`src/rtl/cardstat_pkg.sv`:
```
package cardstat_pkg;

  localparam int DATA_W = 32;

  typedef logic [DATA_W-1:0] word_t;

  // word indices software decodes
  localparam int IDX_IDENT  = 0;
  localparam int IDX_FLASH  = 1;
  localparam int IDX_STATUS = 2;
  localparam int IDX_DECODE = 3;

  // bit positions inside the status word
  localparam int BIT_WPROT  = 0;
  localparam int BIT_INSERT = 3;

  typedef struct packed {
    logic ident;
    logic flash;
    logic status;
    logic decode;
  } hit_t;

endpackage

```
`src/rtl/cardstat_rstsync.sv`:
```
module cardstat_rstsync #(
  parameter int STAGES = 2
) (
  input  logic clk,
  input  logic arst_n,
  output logic srst_n
);
  localparam int LAST = STAGES - 1;

  logic [LAST:0] chain_q;
  logic [LAST:0] chain_d;

  generate
    if (STAGES == 1) begin : g_single
      always_comb chain_d = 1'b1;
    end else begin : g_multi
      always_comb chain_d = {chain_q[LAST-1:0], 1'b1};
    end
  endgenerate

  always_ff @(posedge clk or negedge arst_n) begin
    if (!arst_n) chain_q <= '0;
    else         chain_q <= chain_d;
  end

  assign srst_n = chain_q[LAST];
endmodule

```
`src/rtl/cardstat_decode.sv`:
```
module cardstat_decode
  import cardstat_pkg::*;
#(
  parameter int IDX_W = 4
) (
  input  logic [IDX_W-1:0] idx,
  output hit_t             hit
);
  localparam int NUM_IDX = 4;

  logic [NUM_IDX-1:0] onehot;

  generate
    for (genvar g = 0; g < NUM_IDX; g++) begin : g_cmp
      assign onehot[g] = (idx == IDX_W'(g));
    end
  endgenerate

  always_comb begin
    hit.ident  = onehot[IDX_IDENT];
    hit.flash  = onehot[IDX_FLASH];
    hit.status = onehot[IDX_STATUS];
    hit.decode = onehot[IDX_DECODE];
  end
endmodule

```
`src/rtl/cardstat_latch.sv`:
```
module cardstat_latch (
  input  logic clk,
  input  logic rst_n,
  input  logic wp_level,
  input  logic ins_level,
  input  logic clr_req,
  output logic wp_q,
  output logic ins_q
);
  logic wp_d;
  logic ins_en;
  logic ins_d;

  // next state: write-protect tracks every cycle; insert latch loads on a
  // set or a clear, and a high input wins over a clear in the same cycle
  always_comb begin
    wp_d   = wp_level;
    ins_en = ins_level | clr_req;
    ins_d  = ins_level;
  end

  always_ff @(posedge clk or negedge rst_n) begin
    if (!rst_n) begin
      wp_q  <= 1'b0;
      ins_q <= 1'b0;
    end else begin
      wp_q <= wp_d;
      if (ins_en) ins_q <= ins_d;
    end
  end
endmodule

```
`src/rtl/cardstat_rdmux.sv`:
```
module cardstat_rdmux
  import cardstat_pkg::*;
#(
  parameter word_t ID_WORD  = 32'h4103_4003,
  parameter word_t DEC_WORD = 32'h0000_0011
) (
  input  logic  clk,
  input  logic  rst_n,
  input  logic  rd_en,
  input  hit_t  hit,
  input  logic  wp_q,
  input  logic  ins_q,
  output word_t rd_data,
  output logic  rd_valid
);
  word_t status_w;
  word_t data_d;

  always_comb begin
    status_w             = '0;
    status_w[BIT_WPROT]  = wp_q;
    status_w[BIT_INSERT] = ins_q;
    data_d = '0;
    unique case (1'b1)
      hit.ident:  data_d = ID_WORD;
      hit.status: data_d = status_w;
      hit.decode: data_d = DEC_WORD;
      default:    data_d = '0;
    endcase
  end

  always_ff @(posedge clk or negedge rst_n) begin
    if (!rst_n) begin
      rd_data  <= '0;
      rd_valid <= 1'b0;
    end else begin
      rd_valid <= rd_en;
      if (rd_en) rd_data <= data_d;
    end
  end
endmodule

```
`src/rtl/cardstat_regs.sv`:
```
module cardstat_regs
  import cardstat_pkg::*;
#(
  parameter int    IDX_W      = 4,
  parameter int    RST_STAGES = 2,
  parameter word_t ID_WORD    = 32'h4103_4003,
  parameter word_t DEC_WORD   = 32'h0000_0011
) (
  input  logic              clk,
  input  logic              rst_n,
  input  logic [IDX_W-1:0]  reg_idx,
  input  logic              rd_en,
  input  logic              wr_en,
  input  logic [DATA_W-1:0] wr_data,
  output logic [DATA_W-1:0] rd_data,
  output logic              rd_valid,
  input  logic              wp_level,
  input  logic              ins_level,
  output logic              card_irq
);
  logic rst_q_n;
  hit_t hit;
  logic clr_req;
  logic wp_q;
  logic ins_q;

  cardstat_rstsync #(.STAGES(RST_STAGES)) u_rst (
    .clk    (clk),
    .arst_n (rst_n),
    .srst_n (rst_q_n)
  );

  cardstat_decode #(.IDX_W(IDX_W)) u_dec (
    .idx (reg_idx),
    .hit (hit)
  );

  // only a one in the insert position of a status write clears the event
  always_comb clr_req = wr_en & hit.status & wr_data[BIT_INSERT];

  cardstat_latch u_lat (
    .clk       (clk),
    .rst_n     (rst_q_n),
    .wp_level  (wp_level),
    .ins_level (ins_level),
    .clr_req   (clr_req),
    .wp_q      (wp_q),
    .ins_q     (ins_q)
  );

  cardstat_rdmux #(.ID_WORD(ID_WORD), .DEC_WORD(DEC_WORD)) u_rd (
    .clk      (clk),
    .rst_n    (rst_q_n),
    .rd_en    (rd_en),
    .hit      (hit),
    .wp_q     (wp_q),
    .ins_q    (ins_q),
    .rd_data  (rd_data),
    .rd_valid (rd_valid)
  );

  assign card_irq = ins_q;
endmodule

```
`config.mk`:
```
export PLATFORM = sky130hd
export DESIGN_NAME = cardstat_regs
export DESIGN_NICKNAME = d
export VERILOG_FILES = /design/src/rtl/cardstat_pkg.sv /design/src/rtl/cardstat_rstsync.sv /design/src/rtl/cardstat_decode.sv /design/src/rtl/cardstat_latch.sv /design/src/rtl/cardstat_rdmux.sv /design/src/rtl/cardstat_regs.sv
export SDC_FILE = /design/constraint.sdc
export NUM_CORES = 1
export LEC_CHECK = 0
export BUFFER_PORTS_ARGS = -buffer_cell sky130_fd_sc_hd__buf_2
export CAP_MARGIN = 30
export CORE_UTILIZATION = 31
export CTS_BUF_LIST = sky130_fd_sc_hd__clkbuf_8
export DETAILED_ROUTE_END_ITERATION = 8
export PLACE_DENSITY = 0.81
export SYNTH_ARGS = -nofsm -noshare
export SYNTH_HDL_FRONTEND = slang
export SYNTH_HIERARCHICAL = 1
export SYNTH_SLANG_ARGS = --single-unit
export TNS_END_PERCENT = 30
```
`constraint.sdc`:
```
create_clock -name clk -period 0.8 [get_ports clk]
set_input_delay 0.08 -clock clk [delete_from_list [all_inputs] [get_ports clk]]
set_output_delay 0.08 -clock clk [all_outputs]
set_load 0.005 [all_outputs]
```
# == Word level (Yosys, flattened, before mapping) ==
# Index checks and enable logic that the tools add are counted.
# word_totals
word_cells,12
ff_bits,37
in_bits,42
output_inout_bits,34
# classes
muxes,1
n_reduce_logical,1
bitwise_logic,3
n_eq_ne,2
# ops
cell,n
$pmux 31 s3,1
$eq 4x2->1 const B,2
$logic_not 4->1,1
$and 1x1->1,2
$or 1x1->1,1

# == Depth between registers and ports, before layout ==
# Gate-level depths: netlist of the first run.
# logic_depth
ltp_word,4
ltp_mapped,4
depth_no_buf,4

# == By module ==
# The synthesis of the first run kept the hierarchy.
# modules_own_cells
mod,seq_area_each_um2,n_inst,cells_each,area_each_um2
cardstat_rdmux,125.1,1,42,391.6
cardstat_latch,50.0,1,4,61.3
cardstat_rstsync,50.0,1,3,53.8
cardstat_decode,0.0,1,4,36.3
cardstat_regs,0.0,1,1,6.3

# == Least setup slack after synthesis of the first run ==
# OpenSTA, ideal clock, no wires.
# synth_timing
path_type,input port to flip-flop
startpoint,input port reg_idx[0]
endpoint,register u_lat.ins_q
t_arrival_ns,0.838
t_required_ns,0.682
setup_ns,0.118
path_buffers,0
stages,4
slack_ns,-0.156
cell_sequence,nor4b_1 -> and3_1 -> inv_1 -> a21o_1
# synth_via
elab_chain_cells,4
# synth_lines
item,line,rtl
start: declaration,cardstat_regs.sv:11,"input logic [IDX_W-1:0] reg_idx,"
$eq 4x2->1,cardstat_decode.sv:15,assign onehot[g] = (idx == IDX_W'(g));
$and 1x1->1 (2 in series),cardstat_regs.sv:39,always_comb clr_req = wr_en & hit.status & wr_data[BIT_INSERT];
via clr_req,cardstat_regs.sv:23,logic clr_req;
$or 1x1->1,cardstat_latch.sv:18,ins_en = ins_level | clr_req;
end signal: assignment,cardstat_latch.sv:28,if (ins_en) ins_q <= ins_d;
end: declaration,cardstat_latch.sv:8,output logic ins_q
# The timed path passes the listed nets, and every way through them passes these cells.
# A chain may end at the register's enable or synchronous reset.

# == Worst setup path after layout of the first run ==
# layout_timing
startpoint,register u_rd.rd_data[24]
endpoint,output port rd_data[24]
# layout_lines
item,line,rtl
start: declaration,cardstat_rdmux.sv:13,"output word_t rd_data,"
start signal: assignment,cardstat_rdmux.sv:38,if (rd_en) rd_data <= data_d;
end: declaration,cardstat_regs.sv:15,"output logic [DATA_W-1:0] rd_data,"
# No word-level cell between the ends.

==> flow_summary.rst, run 1 <==
.. list-table::
   :header-rows: 1

   * - Metric
     - Value
   * - Post-synthesis area per instance
     - 10.2 sq um
   * - Fraction of power consumed by sequential logic
     - 43.7%
   * - Pin count of the biggest net entering global routing
     - 8
   * - Max Cap Viol
     - 0
   * - Chip width
     - 43.8 um
   * - GRT Resource Usage Total
     - 8.88%
   * - Vias in the first global route
     - 270
   * - Combined area of all synthesized cells
     - 541 sq um
   * - DP HPWL
     - 658 um
   * - Relative area change from synthesis to final layout
     - 19.2%
   * - Antenna Violating Nets Remaining
     - 0
   * - Count of input and output buffers
     - 21
   * - WP data arrival
     - 0.86 ns
   * - Maximum fanout along the worst path
     - 6
   * - Area inside the core boundary
     - 1560 sq um
   * - Static leakage
     - 0.000367 uW
   * - Result of the run
     - complete, but fails checks
   * - Switching fraction of total power
     - 22.6%
   * - Via/cell ratio
     - 3.79
   * - Number of antenna violations at the first check in global routing
     - 0
   * - Final estimated routing congestion in global placement
     - 0.623
   * - Kind of end point of the critical path
     - output port
   * - Ant diodes
     - 0
   * - CTS max path bufs
     - 2
   * - Power density normalized to cell area
     - 1750 nW/um^2
   * - IR drop worst, VDD
     - 1130 uV
   * - Internal Dissipation
     - 873 uW
   * - Clk_lat worst skew
     - 0.23 ns
   * - Final Setup Violations
     - 9
   * - Fraction of the cycle the final worst path needs
     - 117%
   * - Clock slew at reported path FFs
     - 0.04 ns
   * - Path type of the worst min-delay path
     - in -> reg
   * - Worst Hold Slack
     - 0.0320 ns
   * - Die outline area
     - 1910 sq um
   * - Top Family by Delay on Critical Path
     - flip-flops
   * - Length of the first detailed-routing pass in iterations
     - 5
   * - First-iteration detailed-routing DRC count
     - 9
   * - Clk sink count
     - 9
   * - Worst setup path category
     - reg -> out
   * - Time the final worst path needs with I/O delays and setup
     - 0.937 ns
   * - Required time at the endpoint of the critical path
     - 0.72 ns
   * - Highest clock frequency the design can meet
     - 1070 MHz
   * - H-tree level count
     - 1
   * - Gr ovfl total
     - 0
   * - Combinational group share of total power
     - 11.4%
   * - Number of pins with negative max-slew slack in the final report
     - 0
   * - Synth warnings
     - 6
   * - Number of hold violations in the final report
     - 0
   * - DIE HEIGHT
     - 43.8 um
   * - Critical path, cell by cell
     - buf_6, buf_2
   * - Library cell used as clock root buffer
     - clkbuf_8
   * - I/O pin count
     - 76
   * - Commonest non-fill, non-tap cells in the layout
     - 24 x conb_1, 20 x buf_2, 9 x dfrtp_1
   * - Most frequent standard cell in the layout excluding fill and tap cells
     - conb_1
   * - Critical path buffer and inverter count
     - 2
   * - Number of remaining DRC errors
     - 5
   * - Post-synthesis instance total
     - 53
   * - Num rows
     - 14
   * - Number of nets in the finished design
     - 119
   * - Via Count
     - 349
   * - Cell Count Post-Placement
     - 86
   * - Startpoint kind of the worst setup timing path
     - register
   * - Share of layout cells above drive strength 1
     - 40.8%
   * - Setup slack after layout
     - -0.137 ns
   * - Post-Layout Cell Count
     - 92
   * - Setup repair after global routing missed its margin
     - yes
   * - Number of clock buffers inserted by TritonCTS
     - 3
   * - Routed Wire Length
     - 775 um
   * - # Post-CTS Setup Buffers
     - 0
   * - Delay of the slowest cell on the worst path
     - 0.38 ns
   * - Portion of total power attributed to the clock network
     - 44.9%
   * - Violations in the final reports
     - design-rule violations, negative setup slack
   * - First-pass GRT wire length
     - 1140 um
   * - Net load switching power
     - 256 uW
   * - CTS tree
     - built
   * - CP max stage cell
     - dfrtp_1
   * - WL/cell
     - 8.42 um
   * - Initial core utilization
     - 34.7%
   * - Clock skew
     - 0.00290 ns
## power groups by stage
stage	clock, uW	sequential (uW)	combinational (uW)
finish	507	493	129
global route	562	495	146
CTS	530	493	127
detailed placement	0	499	117
global placement	0	498	115
floorplan	0	500	141
## registers in the layout, indices dropped and copies added (netlist names)
name and count:
u_rd/rd_data 4, u_rst/chain_q 2, u_lat/ins_q 1, u_rd/rd_valid 1
u_lat/wp_q 1
## repair_timing
action                                 in CTS  in global routing
resized for setup                           2                  1
setup endpoints to repair                  11                 13
cloned                                      0                  0
endpoints found under the hold margin       3                  0
hold buffers                                2                  0
pin swaps                                   0                  2
## layout make-up
cell class,instances,area [sq um]
repair buffers,25,146
clock inverters,1,3.75
fillers,160,915
clock buffers,3,41.3
well taps,16,20.0
inverters,2,7.51
multi-input cells,36,200
flip-flops and latches,9,225
## layer usage
metal / global-route usage [%] / part of all wire (%) / wire [um] / vias up
met1: 8.97 / 35 / 272 / 155
met4: 7.50 / 1.2 / 9 / 0
met3: 5.00 / 13 / 99 / 2
met2: 13.1 / 51 / 394 / 29
li1: - / - / - / 163
met5: 0 / 0 / 0 / -
## metrics by stage
stage                     total power [uW]  TNS [ns]  cell area [sq um]  setup WS [ns]  utilization [%]
after floorplan                        641   -0.0201                638        -0.0147                -
after global placement                 613    -0.364                568         -0.140             36.4
after detailed placement               616    -0.529                568         -0.188             36.4
after CTS                             1150    -0.944                642         -0.146             41.2
after global routing                  1200     -1.23                644         -0.176             41.3
final                                 1130    -0.849                644         -0.137             41.3
## worst reg2reg max path, stage by stage (launching register included)
cell and delay (ns):
dfrtp_1 0.37, a211oi_2 0.21, a21oi_1 0.09
## path summary, 6_finish.rpt
check                                       from              end  slack (ns)  cells after the start
max in group asynchronous       u_rst/chain_q[1]  u_rd/rd_data[0]        0.47                      0
worst min register to register  u_rst/chain_q[1]  u_rd/rd_data[3]        0.11                      0
worst min-delay path                   ins_level      u_lat/ins_q        0.03                      2
min in group asynchronous       u_rst/chain_q[1]  u_rd/rd_data[3]        0.11                      0
worst max-delay path            u_rd/rd_data[24]      rd_data[24]       -0.14                      2
worst max register to register        u_lat/wp_q  u_rd/rd_data[0]        0.01                      2
Note: power is estimated with default switching activity, not from simulation.
==> run 2: changes to the inputs <==
--- a/config.mk
+++ b/config.mk
@@ -11,6 +11,7 @@
 export CTS_BUF_LIST = sky130_fd_sc_hd__clkbuf_8
 export DETAILED_ROUTE_END_ITERATION = 8
 export PLACE_DENSITY = 0.81
+export RECOVER_POWER = 25
 export SYNTH_ARGS = -nofsm -noshare
 export SYNTH_HDL_FRONTEND = slang
 export SYNTH_HIERARCHICAL = 1
==> flow_summary.rst, run 2 (synthesized netlist as in run 1, its figures left out) <==
.. list-table::
   :header-rows: 1

   * - Metric
     - Value
   * - Vias in the first global route
     - 270 (unchanged)
   * - Number of pins with negative max-slew slack in the final report
     - 0 (unchanged)
   * - Routed Wire Length
     - 776 um (+0.13%)
   * - I/O pin count
     - 76 (unchanged)
   * - Storage element area
     - 225 sq um (unchanged)
   * - Kind of end point of the critical path
     - output port
   * - Length of the first detailed-routing pass in iterations
     - 5 (unchanged)
   * - Tot Pwr
     - 1130 uW (-0.12%)
   * - Antenna Violating Nets Remaining
     - 0 (unchanged)
   * - Chip width
     - 43.8 um (unchanged)
   * - Static leakage
     - 0.000362 uW (-1.5%)
   * - Result of the run
     - complete, but fails checks
   * - Final estimated routing congestion in global placement
     - 0.623 (unchanged)
   * - Clock slew at reported path FFs
     - 0.04 ns (about the same)
   * - Gr ovfl total
     - 0 (unchanged)
   * - Via/cell ratio
     - 3.79 (unchanged)
   * - WL/cell
     - 8.43 um (+0.13%)
   * - Most frequent standard cell in the layout excluding fill and tap cells
     - conb_1
   * - Number of remaining DRC errors
     - 5 (unchanged)
   * - Register containing the most flip-flops in the final layout
     - u_rd/rd_data
   * - Final Setup Violations
     - 10 (+1)
   * - Fraction of the cycle the final worst path needs
     - 117% (about the same)
   * - Setup repair after global routing missed its margin
     - yes
   * - Instance area after placement
     - 568 sq um (unchanged)
   * - IR drop worst, VDD
     - 1130 uV (about the same)
   * - Path type of the worst min-delay path
     - in -> reg
   * - H-tree level count
     - 1 (unchanged)
   * - Highest clock frequency the design can meet
     - 1070 MHz (about the same)
   * - Leading registers by flop count
     - u_rd/rd_data (4), u_rst/chain_q (2)
   * - GRT Resource Usage Total
     - 8.88% (unchanged)
   * - Number of clock buffers inserted by TritonCTS
     - 3 (unchanged)
   * - Power density normalized to cell area
     - 1760 nW/um^2 (+0.27%)
   * - Multi-input combinational cell area
     - 200 sq um (unchanged)
   * - Initial core utilization
     - 34.7% (unchanged)
   * - Pin count of the biggest net entering global routing
     - 8 (unchanged)
   * - WP data arrival
     - 0.86 ns (about the same)
   * - Startpoint kind of the worst setup timing path
     - register
   * - Share of layout cells above drive strength 1
     - 38.2% (-2.6 points)
   * - Fillers
     - 162 (+1.3%)
   * - Time the final worst path needs with I/O delays and setup
     - 0.937 ns (-0.00000700 ns)
   * - DP HPWL
     - 658 um (unchanged)
   * - Ant diodes
     - 0 (unchanged)
   * - Clk sink count
     - 9 (unchanged)
   * - Library cell used as clock root buffer
     - clkbuf_8
   * - Number of hold violations in the final report
     - 0 (unchanged)
   * - CTS max path bufs
     - 2 (unchanged)
   * - Max Cap Viol
     - 0 (unchanged)
   * - DIE HEIGHT
     - 43.8 um (unchanged)
   * - Count of input and output buffers
     - 21 (unchanged)
   * - Final Instance Area
     - 642 sq um (-0.39%)
   * - Clock skew
     - 0.00290 ns (unchanged)
   * - CTS tree
     - built
   * - Area inside the core boundary
     - 1560 sq um (unchanged)
   * - Setup slack after layout
     - -0.137 ns (+0.00000700 ns)
   * - Number of nets in the finished design
     - 119 (unchanged)
   * - Worst setup path category
     - reg -> out
   * - Relative area change from synthesis to final layout
     - 18.8%
   * - First-pass GRT wire length
     - 1140 um (unchanged)
   * - Die outline area
     - 1910 sq um (unchanged)
   * - Worst Hold Slack
     - 0.0320 ns (unchanged)
   * - Via Count
     - 349 (unchanged)
   * - Clk_lat worst skew
     - 0.23 ns (about the same)
   * - Required time at the endpoint of the critical path
     - 0.72 ns (about the same)
   * - First-iteration detailed-routing DRC count
     - 9 (unchanged)
   * - Flip-flop count of the largest register after layout
     - 4 (unchanged)
   * - Number of antenna violations at the first check in global routing
     - 0 (unchanged)
   * - Num rows
     - 14 (unchanged)
   * - Violations in the final reports
     - design-rule violations, negative setup slack
   * - Final Util
     - 41.2% (-0.16 points)
   * - Commonest non-fill, non-tap cells in the layout
     - 24 x conb_1, 18 x buf_2, 9 x dfrtp_1
   * - Maximum fanout along the worst path
     - 6 (unchanged)
[run 2: layout make-up]
type / instances / share of cell area, %
repair buffers: 25 / 22.4
clock buffers: 3 / 6.43
multi-input cells: 36 / 31.2
well taps: 16 / 3.12
flip-flops and latches: 9 / 35.1
clock inverters: 1 / 0.585
inverters: 2 / 1.17
[run 2: timing repair]
action | 4_1_cts | 5_1_grt
setup buffers | 0 | 0
pin swaps | 0 | 2
hold buffers | 2 | 0
hold endpoints to repair | 3 | 0
setup endpoints to repair | 11 | 13
resized for setup | 2 | 1
[run 2: routing by layer]
layer	GRT usage, %	up-vias	part of all wire (%)	wire length (um)
met4	7.50	0	1.2	9
met1	8.97	155	35	273
met5	0	-	0	0
met3	5.00	2	13	99
li1	-	163	-	-
met2	13.1	29	51	394
[run 2: through the flow]
| stage | std cells | setup TNS (ns) | setup WS (ns) |
|---|---|---|---|
| floorplan | 75 | -0.0201 | -0.0147 |
| global placement | 86 | -0.364 | -0.140 |
| detailed placement | 86 | -0.529 | -0.188 |
| CTS | 92 | -0.944 | -0.146 |
| global route | 92 | -1.24 | -0.176 |
| finish | 92 | -0.851 | -0.137 |
[run 2: final timing paths]
path,start,to,slack (ns),depth (start not counted)
worst max-delay path,u_rd/rd_data[24],rd_data[24],-0.14,2
worst min-delay path,ins_level,u_lat/ins_q,0.03,2
worst max register to register,u_lat/wp_q,u_rd/rd_data[0],0,2
worst min register to register,u_rst/chain_q[1],u_rd/rd_data[3],0.11,0
max in group asynchronous,u_rst/chain_q[1],u_rd/rd_data[0],0.47,0
min in group asynchronous,u_rst/chain_q[1],u_rd/rd_data[3],0.11,0
[run 2: where the power goes]
group	switching (uW)	leakage, uW	internal (uW)
clock network	174	0.0000269	334
logic	67.3	0.000226	60.2
registers	14.7	0.000109	478
[run 2: critical path, cell delays in order, from the launching register on]
cell and delay, ns:
dfrtp_1 0.38, buf_6 0.13, buf_2 0.12
